--- src/rtl/eprom_prog_pkg.sv ---
// Shared types for the EPROM programming sequencer.
// Assumes: three supply levels, coded as the values the supply controller decodes.
package eprom_prog_pkg;

    typedef enum logic [3:0] {
        ST_IDLE,
        ST_SUP_REQ,
        ST_SUP_REL,
        ST_FETCH,
        ST_PRE_RD,
        ST_SETUP,
        ST_PULSE,
        ST_HOLD,
        ST_RELEASE,
        ST_VERIFY,
        ST_VF_FETCH,
        ST_VF_READ,
        ST_FINISH,
        ST_ABORT
    } seq_state_e;

    typedef enum logic [1:0] {
        PASS_PROG = 2'd0,
        PASS_HI   = 2'd1,
        PASS_LO   = 2'd2
    } pass_e;

    // Supply level code requested for a given pass.
    function automatic logic [1:0] pass_level(input pass_e p);
        return logic'(p == PASS_PROG) ? 2'd0 : (p == PASS_HI) ? 2'd1 : 2'd2;
    endfunction

endpackage

--- src/rtl/eprom_phase_timer.sv ---
// Down-counter that times one phase of the memory cycle.
// Loading a value N-1 makes the phase last N cycles; zero is high on the last one.
// Assumes: load is only raised on the cycle a phase is entered.
module eprom_phase_timer #(
    parameter int CNT_W = 8
) (
    input  logic             clk,
    input  logic             rst_n,
    input  logic             load,
    input  logic [CNT_W-1:0] load_val,
    output logic             zero
);

    logic [CNT_W-1:0] cnt;

    // Load a new phase length or count down to zero and hold there.
    always_ff @(posedge clk) begin
        if (!rst_n)          cnt <= '0;
        else if (load)       cnt <= load_val;
        else if (cnt != '0)  cnt <= cnt - 1'b1;
    end

    assign zero = (cnt == '0);

    a_r2_timer_steps_down: assert property (@(posedge clk) disable iff (!rst_n)
        (!load && cnt != '0) |=> (cnt == $past(cnt) - 1'b1));

endmodule

--- src/rtl/eprom_addr_walk.sv ---
// Address walker: steps through the full array in rising order.
// Assumes: the array spans all 2**ADDR_W addresses.
module eprom_addr_walk #(
    parameter int ADDR_W = 18
) (
    input  logic              clk,
    input  logic              rst_n,
    input  logic              clr,
    input  logic              inc,
    output logic [ADDR_W-1:0] addr,
    output logic              last
);

    // Clear to the first address or advance by one.
    always_ff @(posedge clk) begin
        if (!rst_n)     addr <= '0;
        else if (clr)   addr <= '0;
        else if (inc)   addr <= addr + 1'b1;
    end

    assign last = (addr == {ADDR_W{1'b1}});

    a_r8_addr_step_one: assert property (@(posedge clk) disable iff (!rst_n)
        (inc && !clr) |=> (addr == $past(addr) + 1'b1));

endmodule

--- src/rtl/eprom_try_count.sv ---
// Per-byte pulse counter; last_try is high while the final allowed pulse is being verified.
// Assumes: inc is only raised after a failed verify that was not the last allowed one.
module eprom_try_count #(
    parameter int MAX_TRIES = 25
) (
    input  logic clk,
    input  logic rst_n,
    input  logic clr,
    input  logic inc,
    output logic last_try
);

    localparam int CW = (MAX_TRIES > 1) ? $clog2(MAX_TRIES) : 1;
    localparam logic [CW-1:0] LIMIT = CW'(MAX_TRIES - 1);

    logic [CW-1:0] cnt;

    // Restart at zero for each byte, step once per failed verify.
    always_ff @(posedge clk) begin
        if (!rst_n)     cnt <= '0;
        else if (clr)   cnt <= '0;
        else if (inc)   cnt <= cnt + 1'b1;
    end

    assign last_try = (cnt == LIMIT);

    a_r5_tries_in_range: assert property (@(posedge clk) disable iff (!rst_n)
        cnt <= LIMIT);
    a_r5_no_step_past_limit: assert property (@(posedge clk) disable iff (!rst_n)
        inc |-> !last_try);

endmodule

--- src/rtl/eprom_prog_seq.sv ---
// EPROM byte programming sequencer (top).
// Programs the whole array with per-byte pulse-and-verify, then verifies every byte
// at a raised and at a lowered supply level, re-reading the image from the stream.
// Assumes: all timing parameters are >= 1 cycle; the image stream repeats the same
// bytes in address order for each of the three passes; the supply controller
// completes a four-phase req/ack handshake.
module eprom_prog_seq
    import eprom_prog_pkg::*;
#(
    parameter int ADDR_W    = 18,
    parameter int MAX_TRIES = 25,
    parameter int SETUP_CYC = 250,
    parameter int PULSE_CYC = 12500,
    parameter int HOLD_CYC  = 250,
    parameter int OES_CYC   = 250,
    parameter int READ_CYC  = 13
) (
    input  logic              clk,
    input  logic              rst_n,
    input  logic              start,
    input  logic [7:0]        src_data,
    input  logic              src_valid,
    output logic              src_ready,
    output logic [ADDR_W-1:0] mem_addr,
    output logic [7:0]        mem_dout,
    output logic              mem_dout_en,
    input  logic [7:0]        mem_din,
    output logic              mem_ce_n,
    output logic              mem_oe_n,
    output logic              mem_pgm_n,
    output logic              vpp_on,
    output logic [1:0]        supply_sel,
    output logic              supply_req,
    input  logic              supply_ack,
    output logic              done,
    output logic              fail,
    output logic [ADDR_W-1:0] fail_addr
);

    localparam int MAX_A   = (SETUP_CYC > PULSE_CYC) ? SETUP_CYC : PULSE_CYC;
    localparam int MAX_B   = (HOLD_CYC > OES_CYC) ? HOLD_CYC : OES_CYC;
    localparam int MAX_C   = (MAX_A > MAX_B) ? MAX_A : MAX_B;
    localparam int MAX_CYC = (MAX_C > READ_CYC) ? MAX_C : READ_CYC;
    localparam int CNT_W   = $clog2(MAX_CYC + 1);

    localparam logic [CNT_W-1:0] SU_V = CNT_W'(SETUP_CYC - 1);
    localparam logic [CNT_W-1:0] PW_V = CNT_W'(PULSE_CYC - 1);
    localparam logic [CNT_W-1:0] HD_V = CNT_W'(HOLD_CYC - 1);
    localparam logic [CNT_W-1:0] OE_V = CNT_W'(OES_CYC - 1);
    localparam logic [CNT_W-1:0] RD_V = CNT_W'(READ_CYC - 1);

    seq_state_e       st, st_n;
    pass_e            pass_q, pass_n;
    logic [7:0]       tgt;
    logic             cap_tgt;
    logic             t_load, t_zero;
    logic [CNT_W-1:0] t_val;
    logic             a_clr, a_inc, a_last;
    logic             k_clr, k_inc, k_last;

    eprom_phase_timer #(.CNT_W(CNT_W)) u_timer (
        .clk(clk), .rst_n(rst_n), .load(t_load), .load_val(t_val), .zero(t_zero)
    );

    eprom_addr_walk #(.ADDR_W(ADDR_W)) u_walk (
        .clk(clk), .rst_n(rst_n), .clr(a_clr), .inc(a_inc),
        .addr(mem_addr), .last(a_last)
    );

    eprom_try_count #(.MAX_TRIES(MAX_TRIES)) u_tries (
        .clk(clk), .rst_n(rst_n), .clr(k_clr), .inc(k_inc), .last_try(k_last)
    );

    // Next-state and control strobes of the programming/verify sequence.
    always_comb begin
        st_n    = st;
        pass_n  = pass_q;
        t_load  = 1'b0;
        t_val   = '0;
        a_clr   = 1'b0;
        a_inc   = 1'b0;
        k_clr   = 1'b0;
        k_inc   = 1'b0;
        cap_tgt = 1'b0;
        unique case (st)
            ST_IDLE: begin
                if (start) begin
                    pass_n = PASS_PROG;
                    a_clr  = 1'b1;
                    st_n   = ST_SUP_REQ;
                end
            end
            ST_SUP_REQ: begin
                if (supply_ack) st_n = ST_SUP_REL;
            end
            ST_SUP_REL: begin
                if (!supply_ack) begin
                    a_clr = 1'b1;
                    st_n  = (pass_q == PASS_PROG) ? ST_FETCH : ST_VF_FETCH;
                end
            end
            ST_FETCH: begin
                if (src_valid) begin
                    cap_tgt = 1'b1;
                    k_clr   = 1'b1;
                    t_load  = 1'b1;
                    t_val   = RD_V;
                    st_n    = ST_PRE_RD;
                end
            end
            ST_PRE_RD: begin
                if (t_zero) begin
                    if ((mem_din & tgt) != tgt) begin
                        st_n = ST_ABORT;
                    end else if (mem_din == tgt) begin
                        if (a_last) begin
                            pass_n = PASS_HI;
                            st_n   = ST_SUP_REQ;
                        end else begin
                            a_inc = 1'b1;
                            st_n  = ST_FETCH;
                        end
                    end else begin
                        t_load = 1'b1;
                        t_val  = SU_V;
                        st_n   = ST_SETUP;
                    end
                end
            end
            ST_SETUP: begin
                if (t_zero) begin
                    t_load = 1'b1;
                    t_val  = PW_V;
                    st_n   = ST_PULSE;
                end
            end
            ST_PULSE: begin
                if (t_zero) begin
                    t_load = 1'b1;
                    t_val  = HD_V;
                    st_n   = ST_HOLD;
                end
            end
            ST_HOLD: begin
                if (t_zero) begin
                    t_load = 1'b1;
                    t_val  = OE_V;
                    st_n   = ST_RELEASE;
                end
            end
            ST_RELEASE: begin
                if (t_zero) begin
                    t_load = 1'b1;
                    t_val  = RD_V;
                    st_n   = ST_VERIFY;
                end
            end
            ST_VERIFY: begin
                if (t_zero) begin
                    if (mem_din == tgt) begin
                        if (a_last) begin
                            pass_n = PASS_HI;
                            st_n   = ST_SUP_REQ;
                        end else begin
                            a_inc = 1'b1;
                            st_n  = ST_FETCH;
                        end
                    end else if (k_last) begin
                        st_n = ST_ABORT;
                    end else begin
                        k_inc  = 1'b1;
                        t_load = 1'b1;
                        t_val  = SU_V;
                        st_n   = ST_SETUP;
                    end
                end
            end
            ST_VF_FETCH: begin
                if (src_valid) begin
                    cap_tgt = 1'b1;
                    t_load  = 1'b1;
                    t_val   = RD_V;
                    st_n    = ST_VF_READ;
                end
            end
            ST_VF_READ: begin
                if (t_zero) begin
                    if (mem_din != tgt) begin
                        st_n = ST_ABORT;
                    end else if (a_last) begin
                        if (pass_q == PASS_HI) begin
                            pass_n = PASS_LO;
                            st_n   = ST_SUP_REQ;
                        end else begin
                            st_n = ST_FINISH;
                        end
                    end else begin
                        a_inc = 1'b1;
                        st_n  = ST_VF_FETCH;
                    end
                end
            end
            ST_FINISH: st_n = ST_IDLE;
            ST_ABORT:  st_n = ST_IDLE;
            default:   st_n = ST_IDLE;
        endcase
    end

    // State, pass and target byte registers.
    always_ff @(posedge clk) begin
        if (!rst_n) begin
            st     <= ST_IDLE;
            pass_q <= PASS_PROG;
            tgt    <= '0;
        end else begin
            st     <= st_n;
            pass_q <= pass_n;
            if (cap_tgt) tgt <= src_data;
        end
    end

    // Result flags and failing address, held until the next start.
    always_ff @(posedge clk) begin
        if (!rst_n) begin
            done      <= 1'b0;
            fail      <= 1'b0;
            fail_addr <= '0;
        end else if (st == ST_IDLE && start) begin
            done <= 1'b0;
            fail <= 1'b0;
        end else if (st == ST_FINISH) begin
            done <= 1'b1;
        end else if (st == ST_ABORT) begin
            fail      <= 1'b1;
            fail_addr <= mem_addr;
        end
    end

    // Memory pin decode from the current state.
    always_comb begin
        mem_ce_n    = !(st inside {ST_PRE_RD, ST_SETUP, ST_PULSE, ST_HOLD,
                                   ST_RELEASE, ST_VERIFY, ST_VF_READ});
        mem_oe_n    = !(st inside {ST_PRE_RD, ST_VERIFY, ST_VF_READ});
        mem_pgm_n   = (st != ST_PULSE);
        mem_dout_en = (st inside {ST_SETUP, ST_PULSE, ST_HOLD});
    end

    assign mem_dout   = tgt;
    assign src_ready  = (st == ST_FETCH) || (st == ST_VF_FETCH);
    assign supply_req = (st == ST_SUP_REQ);
    assign supply_sel = pass_level(pass_q);
    assign vpp_on     = !(st inside {ST_IDLE, ST_FINISH, ST_ABORT});

    // Strobe-width counter used only by the width assertion.
    logic [CNT_W:0] pw_cnt;
    always_ff @(posedge clk) begin
        if (!rst_n)          pw_cnt <= '0;
        else if (!mem_pgm_n) pw_cnt <= pw_cnt + 1'b1;
        else                 pw_cnt <= '0;
    end

    a_r2_pulse_width: assert property (@(posedge clk) disable iff (!rst_n)
        (mem_pgm_n && !$past(mem_pgm_n)) |-> (pw_cnt == (CNT_W+1)'(PULSE_CYC)));
    a_r2_pulse_conditions: assert property (@(posedge clk) disable iff (!rst_n)
        !mem_pgm_n |-> (!mem_ce_n && mem_dout_en && vpp_on && mem_oe_n));
    a_r2_addr_frozen: assert property (@(posedge clk) disable iff (!rst_n)
        !mem_pgm_n |=> $stable(mem_addr));
    a_r3_no_bus_fight: assert property (@(posedge clk) disable iff (!rst_n)
        !(mem_dout_en && !mem_oe_n));
    a_r7_no_read_in_handshake: assert property (@(posedge clk) disable iff (!rst_n)
        (supply_req || supply_ack) |-> mem_oe_n);
    a_r7_level_steady: assert property (@(posedge clk) disable iff (!rst_n)
        (supply_req && $past(supply_req)) |-> $stable(supply_sel));
    a_r10_flags_exclusive: assert property (@(posedge clk) disable iff (!rst_n)
        $onehot0({done, fail}));

endmodule

--- config.mk ---
export PLATFORM = sky130hd
export DESIGN_NAME = eprom_prog_seq
export DESIGN_NICKNAME = d
export VERILOG_FILES = /design/src/rtl/eprom_prog_pkg.sv /design/src/rtl/eprom_phase_timer.sv /design/src/rtl/eprom_addr_walk.sv /design/src/rtl/eprom_try_count.sv /design/src/rtl/eprom_prog_seq.sv
export SDC_FILE = /design/constraint.sdc
export NUM_CORES = 1
export LEC_CHECK = 0
export ABC_AREA = 1
export BUFFER_PORTS_ARGS = -buffer_cell sky130_fd_sc_hd__buf_4
export CAP_MARGIN = 10
export CELL_PAD_IN_SITES_DETAIL_PLACEMENT = 1
export CELL_PAD_IN_SITES_GLOBAL_PLACEMENT = 1
export CORE_UTILIZATION = 30
export DETAILED_ROUTE_END_ITERATION = 16
export MAX_ROUTING_LAYER = met4
export PLACE_DENSITY = 0.65
export SLEW_MARGIN = 20
export SYNTH_ARGS = -nofsm -noshare
export SYNTH_HDL_FRONTEND = slang
export SYNTH_HIERARCHICAL = 1
export SYNTH_SLANG_ARGS = --single-unit
--- constraint.sdc ---
create_clock -name clk -period 3.4 [get_ports clk]
set_clock_uncertainty 0.1 [all_clocks]
set_input_delay 0.17 -clock clk [delete_from_list [all_inputs] [get_ports clk]]
set_output_delay 0.17 -clock clk [all_outputs]
set_load 0.03 [all_outputs]
Yosys cells after proc, flatten, opt, wreduce, memory -nomap -nowiden

Index checks and enable logic that the tools add are counted.

Mux-type cells: 71
Equality and inequality tests: 36
Bitwise operators: 4
$add $sub $neg: 3
Reductions and logical operators: 25

Operators with widths:

| kind                                                | number |
|---|---|
| 2-to-1 mux 4 bit                                    | 22 |
| one-hot mux 14 bit (6 select lines)                 | 1 |
| 2-to-1 mux 8 bit                                    | 7 |
| one-hot mux 4 bit (12 select lines)                 | 1 |
| 2-to-1 mux 14 bit                                   | 3 |
| inequality test 2 bit (second input constant)       | 14 |
| 2-to-1 mux 2 bit                                    | 13 |
| == test 4 bit (second input constant)               | 6 |
| 2-to-1 mux 1 bit                                    | 20 |
| adder 18 x 1 -> 18 bit (second input constant)      | 1 |
| == test 18 bit (second input constant)              | 1 |
| == test 4 x 3 -> 1 bit (second input constant)      | 4 |
| inequality test 8 bit                               | 2 |
| zero test 14 bit                                    | 1 |
| nonzero test 14 bit                                 | 1 |
| subtractor 14 x 1 -> 14 bit (second input constant) | 1 |
| AND reduction 12 bit                                | 1 |
| OR reduction 2 bit                                  | 5 |
| AND reduction 9 bit                                 | 1 |
| nonzero test 3 bit                                  | 3 |
| bitwise AND 8 bit                                   | 1 |
| == test 4 x 2 -> 1 bit (second input constant)      | 2 |
| == test 8 bit                                       | 1 |
| one-hot mux 2 bit (4 select lines)                  | 1 |
| 21 further kinds                                    | 26 |

Input port bits: 21
Register bits: 71
Output and inout bits: 55

Logic depth before layout (Yosys ltp)

Depth in word-level cells: 6
Gate-level depth with buffers: 19

Hierarchy

Netlist, hierarchy kept.

By module, submodules not included:

| module            | area an instance (um2) | cells an instance | sequential area each (um2) | instances |
|---|---|---|---|---|
| eprom_prog_seq    | 1965.6                 | 304               | 680.7                      | 1 |
| eprom_addr_walk   | 993.5                  | 150               | 360.3                      | 1 |
| eprom_phase_timer | 987.2                  | 156               | 280.3                      | 1 |
| eprom_try_count   | 250.2                  | 36                | 100.1                      | 1 |

Worst setup path before layout

OpenSTA, ideal clock, no wires.

Kind: reg2reg
Start point: register u_timer.cnt[0]
End point: register u_timer.cnt[9]
Stages on the path, launching flop included: 17
Arrival time: 2.191 ns
Buffers on the path: 0
Clock period less this slack: 2.411 ns
Slack: 0.989 ns
Cells stage by stage: dfxtp_1 inv_2 ha_1 nand2_2 nor2_4 nand2_4 nor2_4 nand2_1 nor2_1 inv_1 nor2_1 nand3_1 nand4_1 inv_2 or2_2 nand3_1 nor2_1

Word-level cells in the longest chain between the ends: 4

Ends and longest elaborated chain:

| element                                                 | RTL line                | RTL |
|---|---|---|
| start: declaration                                      | eprom_phase_timer.sv:14 | `logic [CNT_W-1:0] cnt;` |
| start signal: assignment                                | eprom_phase_timer.sv:19 | `else if (load) cnt <= load_val;` |
| start signal: assignment                                | eprom_phase_timer.sv:20 | `else if (cnt != '0) cnt <= cnt - 1'b1;` |
| zero test 14 bit *                                      | eprom_phase_timer.sv:23 | `assign zero = (cnt == '0);` |
| named net t_zero                                        | eprom_prog_seq.sv:56    | `logic t_load, t_zero;` |
| 2-to-1 mux 1 bit (on tied branches)                     | n/a                     |  |
| one-hot mux 1 bit (4 select lines) *                    | eprom_prog_seq.sv:85    | `unique case (st)` |
| named net t_load                                        | eprom_prog_seq.sv:56    |  |
| 2-to-1 mux 14 bit or nonzero test 2 bit (tied branches) | n/a                     |  |

The timed path passes the listed nets; every way through them passes the cells marked *. The select of a mux whose other input is x is not followed.
A chain may end at the register's enable or synchronous reset.

Worst setup path in the final report

Start point: register u_timer.cnt[0]
End point: register u_walk.addr[13]

Word-level cells in the longest chain between the ends: 3

Ends and longest elaborated chain:

| element                              | RTL line                                                            | RTL |
|---|---|---|
| zero test 14 bit *                   | eprom_phase_timer.sv:23                                             |  |
| named net t_zero                     | eprom_prog_seq.sv:56                                                |  |
| 2-to-1 mux 1 bit (on tied branches)  | eprom_prog_seq.sv:187, eprom_prog_seq.sv:112, eprom_prog_seq.sv:159 |  |
| one-hot mux 1 bit (3 select lines) * | eprom_prog_seq.sv:85                                                |  |
| named net a_inc                      | eprom_prog_seq.sv:58                                                | `logic a_clr, a_inc, a_last;` |
| end signal: assignment               | eprom_addr_walk.sv:18                                               | `else if (inc) addr <= addr + 1'b1;` |
| end: declaration                     | eprom_addr_walk.sv:10                                               | `output logic [ADDR_W-1:0] addr,` |

The timed path passes the listed nets; every way through them passes the cells marked *.

==> results.md <==
- Outcome: finished clean
- Kind of path behind the tightest hold check: primary input to register
- Power density over the cells: 666 mW/mm²
- DRC: 0
- Rel. slew slack: about a third
- Number of synthesized register bits: 71
- Ys async rst share: 0%
- Avg Cell Area, Syn: approximately 6.5 µm²
- Reg2reg end: u_walk/addr[13]
- CP max FO: 6
- Worst-path clk slew: about 0.06 ns
- Endpoints failing hold: 0
- CP Buf/Inv Count: 3
- CP Data Arrival Time: 3.05 ns
- Setup TNS: 0 ns
- CP endpoint: u_walk/addr[13]
- CTS tree: built
- Cell taking the most area after synthesis: dfxtp_1
- First DRT Iteration DRCs: approximately 150
- Worst reg2reg path depth: 17
- Max cap viols: 0
- Tcrit/Tclk final: 85.7%
- Antenna violations before repair: 0
- Slew @ Worst Pin: roughly 0.99 ns
- Core ar.: ~0.013 mm²
- Leak: between 0.002 and 0.003 µW
- RR Startpoint: u_timer/cnt[0]
- Proportion of netlist area held by the largest area contributor: about a third
- Max layer used: met4
- GPL Wtd Cong: about 0.88
- Port Buffers: 75
- Top cells by area, synth: dfxtp_1 34%, nand2_1 13%, nor2_1 11%
- Setup crit end kind: register
- Total power draw: about 3500 µW
- Vias: 4,323
- Final nets: about 770
- Crit. Startpoint: u_timer/cnt[0]
- Minimum clock period: roughly 2.9 ns
- Cell count along the critical path: 17
- # setup viols final: 0
- Comb power frac: 43.2%
- Met3 WL: ~270 µm
- Final ANT Viol Nets: 0
- Min-Delay Path Depth: 3
- WL met2: ~6400 µm
- Routed wire length: 13,500 µm
- Clock sink total: around 70
- Max Slew Vio Count: 0
- Ratio of cells with drive above 1 in the final layout: 23.5%
- Int Power: between 2000 and 2500 µW
- DIE WIDTH: 120 µm
- CTS Root Cell: clkbuf_16
- Worst skew pair latency: roughly 0.34 ns
- Critical path cell sequence: inv_2 -> ha_1 -> nand2_2 -> nor2_4 -> nand2_4 -> nor2_4 -> nand2_1 -> nor2_1 -> inv_1 -> nor2_1 -> nand2_1 -> inv_1 -> nand3b_1 -> nor2_2 -> nand2_1 -> nand2_1 -> nor2_1
- Required time worst endpoint: 3.54 ns
- CP top delay family: simple AND/OR/NAND/NOR gates
- Sw Ratio: 42.9%
- Worst vdd rail ir drop: 0.247 mV
- Worst R2R Setup Slack: 0.49 ns
- DR WL/cell: 14.8 µm
- # diodes: 0
- Netlist cell types: between 40 and 50
- Row cnt: 42
- CP startpoint kind: register
- Vias per cell: between 4 and 5
- Chip height: 120 µm
- Grt ovf: 0
- Crit path largest cell delay: ~0.50 ns
- Yosys warns: 6
- # H-tree levels: 3
- Total setup buffers inserted after CTS: 0
- Maximum achievable frequency: 0.343 GHz
- IO Pins: 76
- Die Area: roughly 0.014 mm²
- Post-Syn Area: between 0.004 and 0.005 mm²
- Sequential Power Share: between 20% and 30%
- Starting Density: between 30% and 40%
- Largest net degree at the start of global routing: 36
- Slowest CP cell: nor2_1
- Synth Instances: approximately 650
- Crit-path most repeated cell: nand2_1
- Global-route wire length before repair: roughly 22,000 µm
- RSZ-0062 raised after global routing: no
- Most used DFF post-synth: dfxtp_1
- Clk buf depth: 2
- Number of detailed-route iterations in the first pass: 4
- Net Switching: approximately 1500 µW
- TritonCTS Buffers: 9
- Vias in the first global route: between 4,000 and 5,000
- Clk pwr share: a little over a quarter
- Register area share after synthesis: between 30% and 40%
- Area growth syn-to-layout: 26.5%
- Post-Route M1 WL: roughly 6700 µm
- Post-synth EDFFs: 0
- Hpwl dp: 10,300 µm
- Worst Setup Path Type: register to register
- All-Layer GR Usage: just over 20%
[worst min path at each step]
stage	start	endpoint	slack, ns
after floorplan	rst_n	u_timer/cnt[13]	0.20
after global routing	rst_n	pass_q[0]	0.19
final	rst_n	pass_q[0]	0.17
after detailed placement	src_data[5]	mem_dout[5]	0.32
after CTS	rst_n	u_timer/cnt[13]	0.16
after global placement	src_data[5]	mem_dout[5]	0.31
[area by class of cell]
cell class | instances | area [µm²]
fillers | 1798 | 8140
clock inverters | 5 | 58.8
inverters | 80 | 304
well taps | 176 | 220
clock buffers | 11 | 233
flip-flops and latches | 71 | 1420
multi-input cells | 484 | 2410
repair buffers | 86 | 666
[worst register-to-register path: stages (launching register included)]
cell      delay, ns
dfxtp_1        0.32
inv_2          0.08
ha_1           0.20
nand2_2        0.10
nor2_4         0.14
nand2_4        0.07
nor2_4         0.11
nand2_1        0.08
nor2_1         0.25
inv_1          0.17
nor2_1         0.50
nand2_1        0.10
inv_1          0.16
nand3b_1       0.11
nor2_2         0.14
nand2_1        0.07
nand2_1        0.06
nor2_1         0.05
[logic make-up (layout without fill, tap and decap cells)]
logic type | after synthesis | in the layout | share of synthesized area, %
DFF | 71 | 71 | 33.9
xor gates and xnor gates | 2 | 2 | 0.417
AOI/OAI and AO/OA | 81 | 81 | 10.1
and+or+nand+nor | 385 | 385 | 42.9
adders and majority gates | 12 | 12 | 3.58
buffers and inverters | 94 | 182 | 9.03
other | 1 | 4 | 0.0894
[power groups by stage]
| stage | Clock, µW | Combinational, µW | Sequential, µW |
|---|---|---|---|
| 2_1_floorplan | 0 | 1180 | 1040 |
| 3_3_place_gp | 0 | 1500 | 1070 |
| 3_5_place_dp | 0 | 1530 | 1070 |
| 4_1_cts | 993 | 1540 | 1050 |
| 5_1_grt | 1020 | 1740 | 1070 |
| 6_report | 956 | 1530 | 1050 |
[flip-flops by register name, summed over array words and instances, names as in the netlist]
name,cells
u_timer/cnt,14
fail,1
mem_dout,8
st,4
u_tries/cnt,5
pass_q,2
u_walk/addr,18
done,1
fail_addr,18
[layout by cell type (no fill, tap or decap), types with 10 or more instances in the layout]
cell type	Yosys	routed
nand2_1	144	144
nor2_1	128	128
buf_4	4	78
dfxtp_1	71	71
inv_1	65	65
o21ai_0	35	35
nand3_1	32	32
a21oi_1	27	27
nor2_2	21	21
nand2_2	20	20
inv_2	13	13
ha_1	12	12
o21ai_1	11	11
nor2_4	10	10
[what timing repair did]
action | 4_1_cts | 5_1_grt
resized for setup | 0 | 0
setup endpoints to repair | 0 | 0
endpoints found under the hold margin | 8 | 0
hold buffers | 8 | 0
[Yosys cell counts, types with 4 or more instances]
cell type and n:
a21oi_1 27, buf_2 5, buf_4 4, dfxtp_1 71
ha_1 12, inv_1 65, inv_2 13, nand2_1 144
nand2_2 20, nand3_1 32, nand4_1 7, nor2_1 128
nor2_2 21, nor2_4 10, nor3_1 5, o21ai_0 35
o21ai_1 11
[per-layer routing]
| metal | vias up | track usage [%] |
|---|---|---|
| met1 | 2054 | 25.9 |
| met3 | 23 | 2.97 |
| met4 | 0 | 7.64 |
| met5 | - | - |
| met2 | 51 | 32.6 |
| li1 | 2195 | - |
[through the flow]
| step | utilization [%] | hold slack, ns | worst slack (ns) | area, µm² | cells |
|---|---|---|---|---|---|
| 3_5_place_dp | 36.7 | 0.322 | 0.519 | 4940 | 889 |
| 2_1_floorplan | - | 0.196 | 0.989 | 4210 | 649 |
| 4_1_cts | 39.5 | 0.162 | 0.500 | 5310 | 913 |
| 3_3_place_gp | 36.7 | 0.306 | 0.622 | 4940 | 889 |
| 5_1_grt | 39.5 | 0.193 | 0.0983 | 5310 | 913 |
| 6_report | 39.5 | 0.170 | 0.487 | 5310 | 913 |
Note: power is estimated with default switching activity, not from simulation.
